--- src/rtl/lane_packer_pkg.sv ---
// Shared widths, types and the upper-lane alignment rule for the lane packer.
package lane_packer_pkg;
    localparam int LANES  = 4;
    localparam int LANE_W = 8;
    localparam int WORD_W = LANES * LANE_W;

    typedef logic [LANE_W-1:0] lane_t;
    typedef logic [WORD_W-1:0] word_t;
    typedef logic [2:0]        lane_cnt_t;   // 0..LANES

    // Move bytes held in lanes 0..n-1 up to lanes LANES-n..LANES-1.
    function automatic word_t upper_align(word_t w, lane_cnt_t n);
        return w << (LANE_W * (LANES - int'(n)));
    endfunction
endpackage

--- src/rtl/lane_packer_decode.sv ---
// Address decode: turns a register write into a transmit lane count and
// flags reads of the receive word address. Purely combinational.
// Assumes the four transmit addresses and the receive address are distinct.
module lane_packer_decode
    import lane_packer_pkg::*;
#(
    parameter int ADDR_W = 8,
    parameter logic [ADDR_W-1:0] TX4_ADDR = 'h1C,
    parameter logic [ADDR_W-1:0] TX1_ADDR = 'h80,
    parameter logic [ADDR_W-1:0] TX2_ADDR = 'h84,
    parameter logic [ADDR_W-1:0] TX3_ADDR = 'h88,
    parameter logic [ADDR_W-1:0] RXW_ADDR = 'h20
) (
    input  logic              wr_en,
    input  logic              rd_en,
    input  logic [ADDR_W-1:0] addr,
    output logic              tx_hit,
    output lane_cnt_t         tx_lanes,
    output logic              rx_rd_hit
);
    // Select the byte count from the transmit address that was written.
    always_comb begin
        tx_hit   = 1'b0;
        tx_lanes = '0;
        if (wr_en) begin
            if (addr == TX4_ADDR) begin
                tx_hit = 1'b1; tx_lanes = lane_cnt_t'(LANES);
            end else if (addr == TX1_ADDR) begin
                tx_hit = 1'b1; tx_lanes = 3'd1;
            end else if (addr == TX2_ADDR) begin
                tx_hit = 1'b1; tx_lanes = 3'd2;
            end else if (addr == TX3_ADDR) begin
                tx_hit = 1'b1; tx_lanes = 3'd3;
            end
        end
    end

    assign rx_rd_hit = rd_en && (addr == RXW_ADDR);
endmodule

--- src/rtl/lane_packer_txq.sv ---
// Transmit byte queue: accepts 1..4 lanes of a word in one cycle and emits
// one byte per cycle, lane 0 first. Partial words are taken only when empty;
// full words only with LANES free slots. DEPTH must be a power of two >= 4.
module lane_packer_txq
    import lane_packer_pkg::*;
#(
    parameter int DEPTH = 16
) (
    input  logic      clk,
    input  logic      rst_n,
    input  logic      push_en,
    input  lane_cnt_t push_lanes,
    input  word_t     push_word,
    output logic      out_valid,
    output lane_t     out_byte,
    input  logic      out_ready,
    output logic      reject
);
    localparam int PTR_W = $clog2(DEPTH);
    localparam int CNT_W = $clog2(DEPTH + 1);

    lane_t            mem [DEPTH];
    logic [PTR_W-1:0] wr_ptr, rd_ptr;
    logic [CNT_W-1:0] count;
    logic [CNT_W-1:0] free_slots;
    logic             is_full_word, accept, pop;

    assign free_slots   = CNT_W'(DEPTH) - count;
    assign is_full_word = (push_lanes == lane_cnt_t'(LANES));
    assign accept       = push_en && (is_full_word ? (free_slots >= CNT_W'(LANES))
                                                   : (count == '0));
    assign out_valid    = (count != '0);
    assign out_byte     = mem[rd_ptr];
    assign pop          = out_valid && out_ready;

    // Store only the selected lanes of an accepted word.
    always_ff @(posedge clk) begin
        if (accept) begin
            for (int i = 0; i < LANES; i++) begin
                if (i < int'(push_lanes))
                    mem[wr_ptr + PTR_W'(i)] <= push_word[i*LANE_W +: LANE_W];
            end
        end
    end

    // Advance pointers and occupancy; flag refused writes for one cycle.
    always_ff @(posedge clk) begin
        if (!rst_n) begin
            wr_ptr <= '0;
            rd_ptr <= '0;
            count  <= '0;
            reject <= 1'b0;
        end else begin
            if (accept)
                wr_ptr <= wr_ptr + PTR_W'(push_lanes);
            if (pop)
                rd_ptr <= rd_ptr + 1'b1;
            count  <= count + (accept ? CNT_W'(push_lanes) : '0) - CNT_W'(pop);
            reject <= push_en && !accept;
        end
    end

    a_r11_hold_when_stalled: assert property (@(posedge clk) disable iff (!rst_n)
        (out_valid && !out_ready) |=> (out_valid && $stable(out_byte)));

    a_r4_partial_busy_refused: assert property (@(posedge clk) disable iff (!rst_n)
        (push_en && !is_full_word && count != '0) |=> reject);

    a_r2_count_bound: assert property (@(posedge clk) disable iff (!rst_n)
        count <= CNT_W'(DEPTH));
endmodule

--- src/rtl/lane_packer_rxasm.sv ---
// Receive word assembler: packs bytes lane 0 upward, counts down the length
// loaded at chip-select rise, and emits short final words upper-aligned,
// either when the length runs out or when chip select falls.
module lane_packer_rxasm
    import lane_packer_pkg::*;
#(
    parameter int LEN_W = 16
) (
    input  logic             clk,
    input  logic             rst_n,
    input  logic             cs_active,
    input  logic [LEN_W-1:0] xfer_len,
    input  logic             byte_valid,
    input  lane_t            byte_in,
    output logic             word_push,
    output word_t            word_out
);
    logic             cs_q;
    lane_cnt_t        fill;
    word_t            acc, merged;
    logic [LEN_W-1:0] left, eff_left;
    logic             cs_rise, cs_fall, take, last;
    lane_cnt_t        new_fill;

    assign cs_rise  = cs_active && !cs_q;
    assign cs_fall  = !cs_active && cs_q;
    assign eff_left = cs_rise ? xfer_len : left;
    assign take     = byte_valid && cs_active && (eff_left != '0);
    assign last     = take && (eff_left == LEN_W'(1));
    assign new_fill = fill + lane_cnt_t'(take);

    // Drop the incoming byte into the next free lane.
    always_comb begin
        merged = acc;
        if (take)
            merged[int'(fill[1:0])*LANE_W +: LANE_W] = byte_in;
    end

    // Push a full word, a length-terminated short word or a chip-select flush.
    always_comb begin
        word_push = 1'b0;
        word_out  = '0;
        if (cs_fall && fill != '0) begin
            word_push = 1'b1;
            word_out  = upper_align(acc, fill);
        end else if (take && (new_fill == lane_cnt_t'(LANES) || last)) begin
            word_push = 1'b1;
            word_out  = upper_align(merged, new_fill);
        end
    end

    // Track chip select, packing state and remaining length.
    always_ff @(posedge clk) begin
        if (!rst_n) begin
            cs_q <= 1'b0;
            fill <= '0;
            acc  <= '0;
            left <= '0;
        end else begin
            cs_q <= cs_active;
            if (cs_fall || word_push) begin
                fill <= '0;
                acc  <= '0;
            end else if (take) begin
                fill <= new_fill;
                acc  <= merged;
            end
            if (cs_fall)
                left <= '0;
            else if (cs_rise)
                left <= xfer_len - LEN_W'(take);
            else if (take)
                left <= left - 1'b1;
        end
    end

    a_r7_idle_empty: assert property (@(posedge clk) disable iff (!rst_n)
        !cs_active |=> (fill == '0));

    a_r6_fill_below_word: assert property (@(posedge clk) disable iff (!rst_n)
        word_push |=> (fill == '0 || !cs_q));
endmodule

--- src/rtl/lane_packer_wfifo.sv ---
// Receive word FIFO: stores packed words until software reads them. A push
// while full is dropped and flagged one cycle later. DEPTH is a power of two.
module lane_packer_wfifo
    import lane_packer_pkg::*;
#(
    parameter int DEPTH = 4
) (
    input  logic  clk,
    input  logic  rst_n,
    input  logic  push,
    input  word_t push_word,
    input  logic  pop,
    output logic  avail,
    output word_t head,
    output logic  overflow
);
    localparam int PTR_W = $clog2(DEPTH);
    localparam int CNT_W = $clog2(DEPTH + 1);

    word_t            mem [DEPTH];
    logic [PTR_W-1:0] wr_ptr, rd_ptr;
    logic [CNT_W-1:0] count;
    logic             full, do_push, do_pop;

    assign full    = (count == CNT_W'(DEPTH));
    assign avail   = (count != '0);
    assign head    = mem[rd_ptr];
    assign do_push = push && !full;
    assign do_pop  = pop && avail;

    // Write an accepted word into storage.
    always_ff @(posedge clk) begin
        if (do_push)
            mem[wr_ptr] <= push_word;
    end

    // Move pointers, occupancy and the overflow pulse.
    always_ff @(posedge clk) begin
        if (!rst_n) begin
            wr_ptr   <= '0;
            rd_ptr   <= '0;
            count    <= '0;
            overflow <= 1'b0;
        end else begin
            if (do_push) wr_ptr <= wr_ptr + 1'b1;
            if (do_pop)  rd_ptr <= rd_ptr + 1'b1;
            count    <= count + CNT_W'(do_push) - CNT_W'(do_pop);
            overflow <= push && full;
        end
    end

    a_r9_full_push_flagged: assert property (@(posedge clk) disable iff (!rst_n)
        (push && full) |=> overflow);

    a_r9_full_keeps_words: assert property (@(posedge clk) disable iff (!rst_n)
        (full && !pop) |=> full);
endmodule

--- src/rtl/spi_lane_packer.sv ---
// Top level: register-side word interface to byte-wide serial streams.
// Transmit byte count comes from the write address; receive words are
// packed lane 0 upward with upper-aligned short final words.
module spi_lane_packer
    import lane_packer_pkg::*;
#(
    parameter int ADDR_W   = 8,
    parameter int LEN_W    = 16,
    parameter int TX_DEPTH = 16,
    parameter int RX_WORDS = 4,
    parameter logic [ADDR_W-1:0] TX4_ADDR = 'h1C,
    parameter logic [ADDR_W-1:0] TX1_ADDR = 'h80,
    parameter logic [ADDR_W-1:0] TX2_ADDR = 'h84,
    parameter logic [ADDR_W-1:0] TX3_ADDR = 'h88,
    parameter logic [ADDR_W-1:0] RXW_ADDR = 'h20
) (
    input  logic              clk,
    input  logic              rst_n,
    input  logic [ADDR_W-1:0] reg_addr,
    input  logic              reg_wr_en,
    input  logic [31:0]       reg_wdata,
    input  logic              reg_rd_en,
    output logic [31:0]       reg_rdata,
    output logic              tx_reject,
    output logic              tx_byte_valid,
    output logic [7:0]        tx_byte,
    input  logic              tx_byte_ready,
    input  logic              cs_active,
    input  logic [LEN_W-1:0]  xfer_len,
    input  logic              rx_byte_valid,
    input  logic [7:0]        rx_byte,
    output logic              rx_word_avail,
    output logic              rx_overflow
);
    logic      tx_hit, rx_rd_hit, asm_push;
    lane_cnt_t tx_lanes;
    word_t     asm_word, fifo_head;

    lane_packer_decode #(
        .ADDR_W(ADDR_W), .TX4_ADDR(TX4_ADDR), .TX1_ADDR(TX1_ADDR),
        .TX2_ADDR(TX2_ADDR), .TX3_ADDR(TX3_ADDR), .RXW_ADDR(RXW_ADDR)
    ) u_decode (
        .wr_en(reg_wr_en), .rd_en(reg_rd_en), .addr(reg_addr),
        .tx_hit(tx_hit), .tx_lanes(tx_lanes), .rx_rd_hit(rx_rd_hit)
    );

    lane_packer_txq #(.DEPTH(TX_DEPTH)) u_txq (
        .clk(clk), .rst_n(rst_n),
        .push_en(tx_hit), .push_lanes(tx_lanes), .push_word(reg_wdata),
        .out_valid(tx_byte_valid), .out_byte(tx_byte), .out_ready(tx_byte_ready),
        .reject(tx_reject)
    );

    lane_packer_rxasm #(.LEN_W(LEN_W)) u_rxasm (
        .clk(clk), .rst_n(rst_n),
        .cs_active(cs_active), .xfer_len(xfer_len),
        .byte_valid(rx_byte_valid), .byte_in(rx_byte),
        .word_push(asm_push), .word_out(asm_word)
    );

    lane_packer_wfifo #(.DEPTH(RX_WORDS)) u_wfifo (
        .clk(clk), .rst_n(rst_n),
        .push(asm_push), .push_word(asm_word),
        .pop(rx_rd_hit), .avail(rx_word_avail), .head(fifo_head),
        .overflow(rx_overflow)
    );

    // Return the oldest word only for a read of the receive address.
    assign reg_rdata = (rx_rd_hit && rx_word_avail) ? fifo_head : '0;
endmodule

--- config.mk ---
export PLATFORM = sky130hd
export DESIGN_NAME = spi_lane_packer
export DESIGN_NICKNAME = d
export VERILOG_FILES = /design/src/rtl/lane_packer_pkg.sv /design/src/rtl/lane_packer_decode.sv /design/src/rtl/lane_packer_txq.sv /design/src/rtl/lane_packer_rxasm.sv /design/src/rtl/lane_packer_wfifo.sv /design/src/rtl/spi_lane_packer.sv
export SDC_FILE = /design/constraint.sdc
export NUM_CORES = 1
export LEC_CHECK = 0
export ABC_AREA = 1
export BUFFER_PORTS_ARGS = -buffer_cell sky130_fd_sc_hd__buf_4
export CAP_MARGIN = 20
export CELL_PAD_IN_SITES_DETAIL_PLACEMENT = 0
export CELL_PAD_IN_SITES_GLOBAL_PLACEMENT = 1
export CORE_AREA = 5 5 233 235
export DETAILED_ROUTE_END_ITERATION = 7
export DIE_AREA = 0 0 238 240
export GPL_ROUTABILITY_DRIVEN = 0
export GPL_TIMING_DRIVEN = 0
export PLACE_DENSITY = 0.73
export SYNTH_ARGS = -nofsm -noshare
export SYNTH_HDL_FRONTEND = slang
export SYNTH_SLANG_ARGS = --single-unit
--- constraint.sdc ---
create_clock -name clk -period 7 [get_ports clk]
set_input_delay 1.4 -clock clk [delete_from_list [all_inputs] [get_ports clk]]
set_output_delay 1.4 -clock clk [all_outputs]
set_load 0.005 [all_outputs]
# After elaboration in Yosys (flattened, before gate mapping)
# Memories as Yosys holds them, arrays and structs flattened. A register that Yosys moved wholly into a read port is not among the register bits.
# Cells that the tools add are included.
[totals] regBits=74 ramBits=256 input_bits=71 out_inout_bits=44 word_cells=119 mem_count=2
[classes] add_sub_neg=18 order_cmp=5 n_eq_ne=9 shifts=4 muxes=40 bitwise_logic=1 n_reduce_logical=28
[memory_table] name="u_txq.mem" depth=16 word_bits=8 rd=1 rd_ports_with_merged_regs=1 write_ports=4 line="lane_packer_txq.sv:22" rtl="lane_t mem [DEPTH];"
[memory_table] name="u_wfifo.mem" depth=4 word_bits=32 rd=1 rd_ports_with_merged_regs=1 write_ports=1 line="lane_packer_wfifo.sv:20" rtl="word_t mem [DEPTH];"
[ops] cell="2-to-1 mux 32 bit" count=4
[ops] cell="left shift 32 x 32 -> 32 bit" count=2
[ops] cell="2-to-1 mux 16 bit" count=3
[ops] cell="negation 5 -> 33 bit" count=1
[ops] cell="variable shift 8 x 33 -> 32 bit (first input constant)" count=1
[ops] cell="variable part select 8 x 33 -> 32 bit" count=1
[ops] cell="bitwise mux 32 bit" count=1
[ops] cell="== test 8 bit (second input constant)" count=3
[ops] cell="2-to-1 mux 1 bit" count=22
[ops] cell="== test 16 x 1 -> 1 bit (second input constant)" count=1
[ops] cell="nonzero test 16 bit" count=1
[ops] cell="subtractor 16 x 1 -> 16 bit" count=1
[ops] cell="subtractor 16 x 1 -> 16 bit (second input constant)" count=1
[ops] cell="2-to-1 mux 3 bit" count=5
[ops] cell="logical AND 1 bit" count=14
[ops] cell="== test 3 bit (second input constant)" count=3
[ops] cell="adder 4 x 1 -> 4 bit (second input constant)" count=2
[ops] cell="adder 4 x 2 -> 4 bit (second input constant)" count=2
[ops] cell="== test 8 x 5 -> 1 bit (second input constant)" count=1
[ops] cell="== test 8 x 6 -> 1 bit (second input constant)" count=1
[ops] cell="2-to-1 mux 4 bit" count=2
[ops] cell="subtractor 3 x 3 -> 4 bit (first input constant)" count=2
[ops] cell="adder 3 x 1 -> 3 bit" count=2
[ops] cell="less-than comparator 1 x 3 -> 1 bit (first input constant)" count=2
[ops] cell="other kinds (17)" count=27

# Longest topological paths before layout
[depth] depth_word=14 ltp_mapped=24

# By module
# A second synthesis with hierarchy kept.
[unflattened] cells_unflattened=2970 area_unflattened_um2=21871.0
[modules_own_cells] module="lane_packer_txq" n_inst=1 cells_each=1654 area_per_inst_um2=11338.4 seq_area_each_um2=4204.0
[modules_own_cells] module="lane_packer_wfifo" n_inst=1 cells_each=379 area_per_inst_um2=5300.1 seq_area_each_um2=4043.9
[modules_own_cells] module="lane_packer_rxasm" n_inst=1 cells_each=832 area_per_inst_um2=4708.3 seq_area_each_um2=1041.0
[modules_own_cells] module="spi_lane_packer" n_inst=1 cells_each=68 area_per_inst_um2=370.4 seq_area_each_um2=0.0
[modules_own_cells] module="lane_packer_decode" n_inst=1 cells_each=37 area_per_inst_um2=153.9 seq_area_each_um2=0.0

# Worst setup path before layout
# OpenSTA, ideal clock, no wires.
[synth_path] kind="input port to flip-flop" startpoint="input cs_active" endpoint="memory u_wfifo.mem[0][0] (netlist bit), enable pin" setup_time_ps=421 arrival_time_ps=5132 setup_slack_ps=1447 stages=18 path_cell_list="nand2_1 buf_2 nand2_1 nand2_1 nor2_2 a21oi_4 clkbuf_1 ha_1 inv_1 buf_1 ha_1 ha_1 inv_1 nand2_1 nand2_1 nand2_1 nand2_1 nor2_1"
[synth_via] elab_chain_len=13 elab_cells_between_ends=19
[synth_lines] element="start: declaration" line="spi_lane_packer.sv:28" rtl="input logic cs_active,"
[synth_lines] element="logical AND 1 bit" line="lane_packer_rxasm.sv:25" rtl="assign cs_rise = cs_active && !cs_q;"
[synth_lines] element="2-to-1 mux 16 bit" line="lane_packer_rxasm.sv:27" rtl="assign eff_left = cs_rise ? xfer_len : left;"
[synth_lines] element="nonzero test 16 bit" line="lane_packer_rxasm.sv:28" rtl="assign take = byte_valid && cs_active && (eff_left != '0);"
[synth_lines] element="logical AND 1 bit *" line="lane_packer_rxasm.sv:28"
[synth_lines] element="adder 3 x 1 -> 3 bit *" line="lane_packer_rxasm.sv:30" rtl="assign new_fill = fill + lane_cnt_t'(take);"
[synth_lines] element="via u_rxasm.new_fill[0]" line="lane_packer_rxasm.sv:23" rtl="lane_cnt_t new_fill;"
[synth_lines] element="== test 3 bit *" line="lane_packer_rxasm.sv:46" rtl="end else if (take && (new_fill == lane_cnt_t'(LANES) || last)) begin"
[synth_lines] element="logical OR 1 bit *" line="lane_packer_rxasm.sv:46"
[synth_lines] element="logical AND 1 bit *" line="lane_packer_rxasm.sv:46"
[synth_lines] element="2-to-1 mux 1 bit *" line="lane_packer_rxasm.sv:46"
[synth_lines] element="2-to-1 mux 1 bit *" line="lane_packer_rxasm.sv:43" rtl="if (cs_fall && fill != '0) begin"
[synth_lines] element="logical AND 1 bit *" line="lane_packer_wfifo.sv:28" rtl="assign do_push = push && !full;"
[synth_lines] element="2-to-1 mux 1 bit *" line="lane_packer_wfifo.sv:33" rtl="if (do_push)"
[synth_lines] element="2-to-1 mux 1 bit (implied by the code) *" line="lane_packer_wfifo.sv:34" rtl="mem[wr_ptr] <= push_word;"
[synth_lines] element="end: declaration" line="lane_packer_wfifo.sv:20"
# Mark *: on every way through the listed nets, which the timed path passes. The rest lies on a longest branch.

# Worst setup path in the final report
[layout_path] startpoint="input cs_active" endpoint="register u_wfifo.count[2]"
[layout_via] elab_chain_len=13 elab_cells_between_ends=19
[layout_lines] element="logical AND 1 bit" line="lane_packer_rxasm.sv:25"
[layout_lines] element="2-to-1 mux 16 bit" line="lane_packer_rxasm.sv:27"
[layout_lines] element="nonzero test 16 bit" line="lane_packer_rxasm.sv:28"
[layout_lines] element="logical AND 1 bit *" line="lane_packer_rxasm.sv:28"
[layout_lines] element="adder 3 x 1 -> 3 bit *" line="lane_packer_rxasm.sv:30"
[layout_lines] element="via u_rxasm.new_fill[0]" line="lane_packer_rxasm.sv:23"
[layout_lines] element="== test 3 bit *" line="lane_packer_rxasm.sv:46"
[layout_lines] element="logical OR 1 bit *" line="lane_packer_rxasm.sv:46"
[layout_lines] element="logical AND 1 bit *" line="lane_packer_rxasm.sv:46"
[layout_lines] element="2-to-1 mux 1 bit *" line="lane_packer_rxasm.sv:46"
[layout_lines] element="2-to-1 mux 1 bit *" line="lane_packer_rxasm.sv:43"
[layout_lines] element="logical AND 1 bit *" line="lane_packer_wfifo.sv:28"
[layout_lines] element="adder 3 x 1 -> 3 bit *" line="lane_packer_wfifo.sv:47" rtl="count <= count + CNT_W'(do_push) - CNT_W'(do_pop);"
[layout_lines] element="subtractor 3 x 1 -> 3 bit *" line="lane_packer_wfifo.sv:47"
[layout_lines] element="end signal: assignment" line="lane_packer_wfifo.sv:47"
[layout_lines] element="end: declaration" line="lane_packer_wfifo.sv:22" rtl="logic [CNT_W-1:0] count;"
# Marks and branches as above.
# A chain may end at the register's enable or synchronous reset.

==> flow_summary.rst <==
.. list-table::
   :header-rows: 1

   * - Metric
     - Value
   * - Outcome
     - finished, final reports clean
   * - Data required time of the critical path
     - 7.46 ns
   * - Placement-stage cell area
     - 24300 µm²
   * - Post-Syn Instances
     - 3136
   * - Post-synthesis sequential area ratio
     - 41.2%
   * - Yosys Warn Count
     - 0
   * - Die Ht
     - 240 µm
   * - Static leakage power
     - 10.5 nW
   * - Global routing usage summed across all routing layers
     - 30.5%
   * - Largest delay share family, worst path
     - buffers and inverters
   * - Antenna-violating nets left
     - 0
   * - Initial core utilization
     - 43.3%
   * - Mean instance size in the synthesized netlist
     - 7.18 µm²
   * - Critical Path Sink Type
     - flip-flop
   * - Number of global-route vias before repair
     - 20.8k
   * - Maximum count of clock buffers along a single path
     - 3
   * - Max H-tree Level
     - 2
   * - Aggregate negative setup slack
     - 0 ns
   * - Classification of the worst setup path
     - in -> reg
   * - Max Clock Freq
     - 176 MHz
   * - Initial antenna violation count
     - 7
   * - Die Wd
     - 238 µm
   * - Cell with the largest stage delay on the worst path
     - sky130_fd_sc_hd__clkbuf_1
   * - Count of pins on the block boundary
     - 115
   * - Clock Power Share
     - 38.8%
   * - Master cell of the clock root buffer
     - sky130_fd_sc_hd__clkbuf_16
   * - Detailed Route Iter0 Violations
     - 2465
   * - Crit path largest cell delay
     - 0.51 ns
   * - Number of buffers added by the clock tree synthesis step
     - 38
   * - Worst Clk Skew
     - 0.0252 ns
   * - Buffers & Inverters on Critical Path
     - 8
   * - Critical path cell sequence
     - buf_4 -> inv_2 -> nor2_4 -> nor2_1 -> nand3_1 -> nand2_1 -> a21oi_4 -> clkbuf_1 -> ha_1 -> inv_1 -> buf_1 -> ha_1 -> ha_1 -> inv_1 -> nand2_1 -> nand2_1 -> nand2_1 -> nand2_1 -> inv_1 -> ha_1 -> inv_1 -> fa_1 -> o21ai_0 -> a21oi_1
   * - Arrival time of data at the critical path endpoint
     - 6.14 ns
   * - Proportion of layout cells with a drive suffix above 1
     - 8.87%
   * - Final core occ
     - 49.0%
   * - TritonCTS clock tree
     - done
   * - Hold buffer count at CTS
     - 0
   * - Netlist cell types
     - 47
   * - Wire length after detailed routing
     - 90500 µm
   * - Synthesized flop and latch total
     - 336
   * - Final Hold Violating Endpoints
     - 0
   * - Pwr Total
     - 5.17 mW
   * - Switching power of the nets
     - 1.55 mW
   * - Post-CTS Repair Setup Buffers
     - 0
   * - Core ar.
     - 52000 µm²
   * - Transition time at the pin with the least slew margin
     - 1.18 ns
   * - Row Count
     - 84
   * - First-pass GRT wire length
     - 132000 µm
   * - Number of vias in the routed layout
     - 23.3k
   * - Power density over the cells
     - 203 nW/µm²
   * - Final Cycle Share
     - 81.2%
   * - CTS resizes
     - 0
   * - Vias per cell
     - 5.83
   * - Most common cell on crit path
     - sky130_fd_sc_hd__nand2_1
   * - Register-to-Register Setup Slack
     - 1.84 ns
   * - Worst slew slack as a fraction of its limit
     - 21.4%
   * - Crit-path max FO
     - 11
   * - Clock period minus final worst setup slack
     - 5.68 ns
   * - Clock-pin slew on the worst setup and hold paths
     - 0.06 ns
   * - First drt pass iteration count
     - 6
   * - Number of nets at the end of the flow
     - 3385
   * - Nets in the synthesized netlist
     - 3243
   * - Cell Int Power
     - 3.62 mW
   * - Worst hold slack
     - 0.470 ns
   * - Area of the die
     - 57100 µm²
   * - HPWL after DPL
     - 70900 µm
   * - Setup violation total in the final timing report
     - 0
   * - Maximum resistive drop on vdd
     - 0.137 mV
   * - Maximum number of pins on one net before global-route repair
     - 24
   * - Latest clock arrival within the worst-skew pair
     - 0.58 ns
   * - Setup crit start kind
     - input port
   * - Number of buffers added on ports
     - 98
   * - Sink count of the clock tree
     - 336
   * - Flop pwr share
     - 42.6%
   * - Detailed-route DRC error count
     - 0
   * - Comb pwr share
     - 18.6%
   * - Max Slew Vio Count
     - 0
   * - Final non-filler cell area
     - 25500 µm²
   * - Detailed-route wire length per cell
     - 22.6 µm
   * - Tightest Hold Check Type
     - reg -> reg
   * - Sw frac
     - 29.9%
   * - Number of max-capacitance violations reported
     - 0
   * - Gr ovfl total
     - 0
   * - RSZ-0062 raised after global routing
     - false
   * - Post-synthesis instance area
     - 22500 µm²
   * - Layout-stage area growth over the synthesis result
     - 13.2%
## logic make-up after synthesis
group,synth area share (%)
AO/OA/AOI/OAI,10.1
adder cells (fa/ha/maj),2.10
flip-flops,41.2
AND/OR/NAND/NOR,37.2
XOR/XNOR,0.661
multiplexers,1.47
buffers and inverters,7.25
## registers in the layout, indices dropped and copies added, names as in the netlist, 3 cells and up, named ones only
register       flops
u_rxasm.left      16
u_txq.rd_ptr       4
u_txq.wr_ptr       4
u_txq.mem        128
u_txq.count        5
u_rxasm.fill       3
u_rxasm.acc       32
u_wfifo.mem      128
u_wfifo.count      3
## cell type report
class	count	area, µm²
plain buffers	181	747
well taps	688	861
flip-flops and latches	336	9290
clock buffers	46	1000
clock inverters	20	246
fillers	5263	26500
repair buffers	102	838
diodes	3	7.51
multi-input cells	2383	11600
inverters	236	886
## routing by layer
| layer | GRT usage (%) | wire length (µm) | vias to the layer above |
|---|---|---|---|
| met5 | 0 | 20 | - |
| met3 | 9.76 | 12000 | 122 |
| met4 | 5.37 | 1710 | 4 |
| met2 | 42.2 | 35900 | 1278 |
| li1 | - | - | 10900 |
| met1 | 47.0 | 40800 | 11000 |
## power groups by stage
stage	combinational [mW]	sequential (mW)	clock, mW
6_report	0.962	2.20	2.00
5_1_grt	1.06	2.21	2.12
4_1_cts	0.946	2.20	2.03
3_5_place_dp	0.941	2.24	0
3_3_place_gp	0.930	2.24	0
2_1_floorplan	0.596	2.23	0
## cells in the mapped netlist, drive strengths merged
cell type | instances | share of area (%)
nor4 | 3 | 0.083
and3 | 1 | 0.028
mux2i | 33 | 1.5
o21a | 2 | 0.067
nand2 | 1034 | 17
buf | 68 | 1.4
xor2 | 9 | 0.35
o21ai | 168 | 3.7
clkinv | 6 | 0.10
clkbuf | 113 | 1.9
o31a | 1 | 0.039
a21oi | 136 | 3.1
a22oi | 1 | 0.033
nand3b | 2 | 0.067
o211ai | 36 | 1.2
o31ai | 1 | 0.033
and2 | 4 | 0.11
o22ai | 43 | 1.2
nand4 | 159 | 4.4
xnor2 | 8 | 0.31
fa | 3 | 0.27
nand3 | 344 | 8.0
or2 | 3 | 0.083
o32ai | 3 | 0.12
edfxtp | 256 | 34
dfxtp | 80 | 7.1
a31oi | 20 | 0.56
a211oi | 2 | 0.067
ha | 33 | 1.8
inv | 230 | 3.8
nor3 | 39 | 1.7
nor2 | 295 | 5.3
## per-stage QoR
step,setup WS (ns),std cells
finish,1.32,3995
global route,0.825,3994
CTS,1.34,3992
detailed placement,0.751,3926
global placement,-0.864,3922
floorplan,1.45,3136
## path summary, 6_finish.rpt
path                        start               end  cells after the start
setup / recovery        cs_active  u_wfifo.count[2]                     24
hold reg to reg   u_rxasm.left[8]   u_rxasm.left[8]                      2
setup reg to reg     u_rxasm.cs_q  u_wfifo.count[2]                     24
hold / removal    u_rxasm.left[8]   u_rxasm.left[8]                      2
## layout by cell type (no fill, tap or decap), drive strengths merged, types with 2 or more instances in the layout
cell / Yosys / routed
nor4: 3 / 3
nand3: 344 / 344
and2: 4 / 4
o32ai: 3 / 3
o21a: 2 / 2
ha: 33 / 33
nor3: 39 / 39
a21oi: 136 / 136
dfxtp: 80 / 80
o22ai: 43 / 43
edfxtp: 256 / 256
bufinv: 0 / 3
mux2i: 33 / 33
nand2: 1034 / 1034
nand3b: 2 / 2
buf: 68 / 170
clkinv: 6 / 18
xnor2: 8 / 8
or2: 3 / 3
nand4: 159 / 159
o211ai: 36 / 36
a31oi: 20 / 20
clkbuf: 113 / 159
xor2: 9 / 9
inv: 230 / 231
diode: 0 / 3
o21ai: 168 / 168
clkinvlp: 0 / 4
a211oi: 2 / 2
fa: 3 / 3
nor2: 295 / 295
## tightest hold or removal path: cells and delay by family (launching register included)
family | cells | cell delay, ns
flops | 1 | 0.31
simple gates | 1 | 0.06
compound gates | 1 | 0.06
Power figures use the tool's default switching activity.
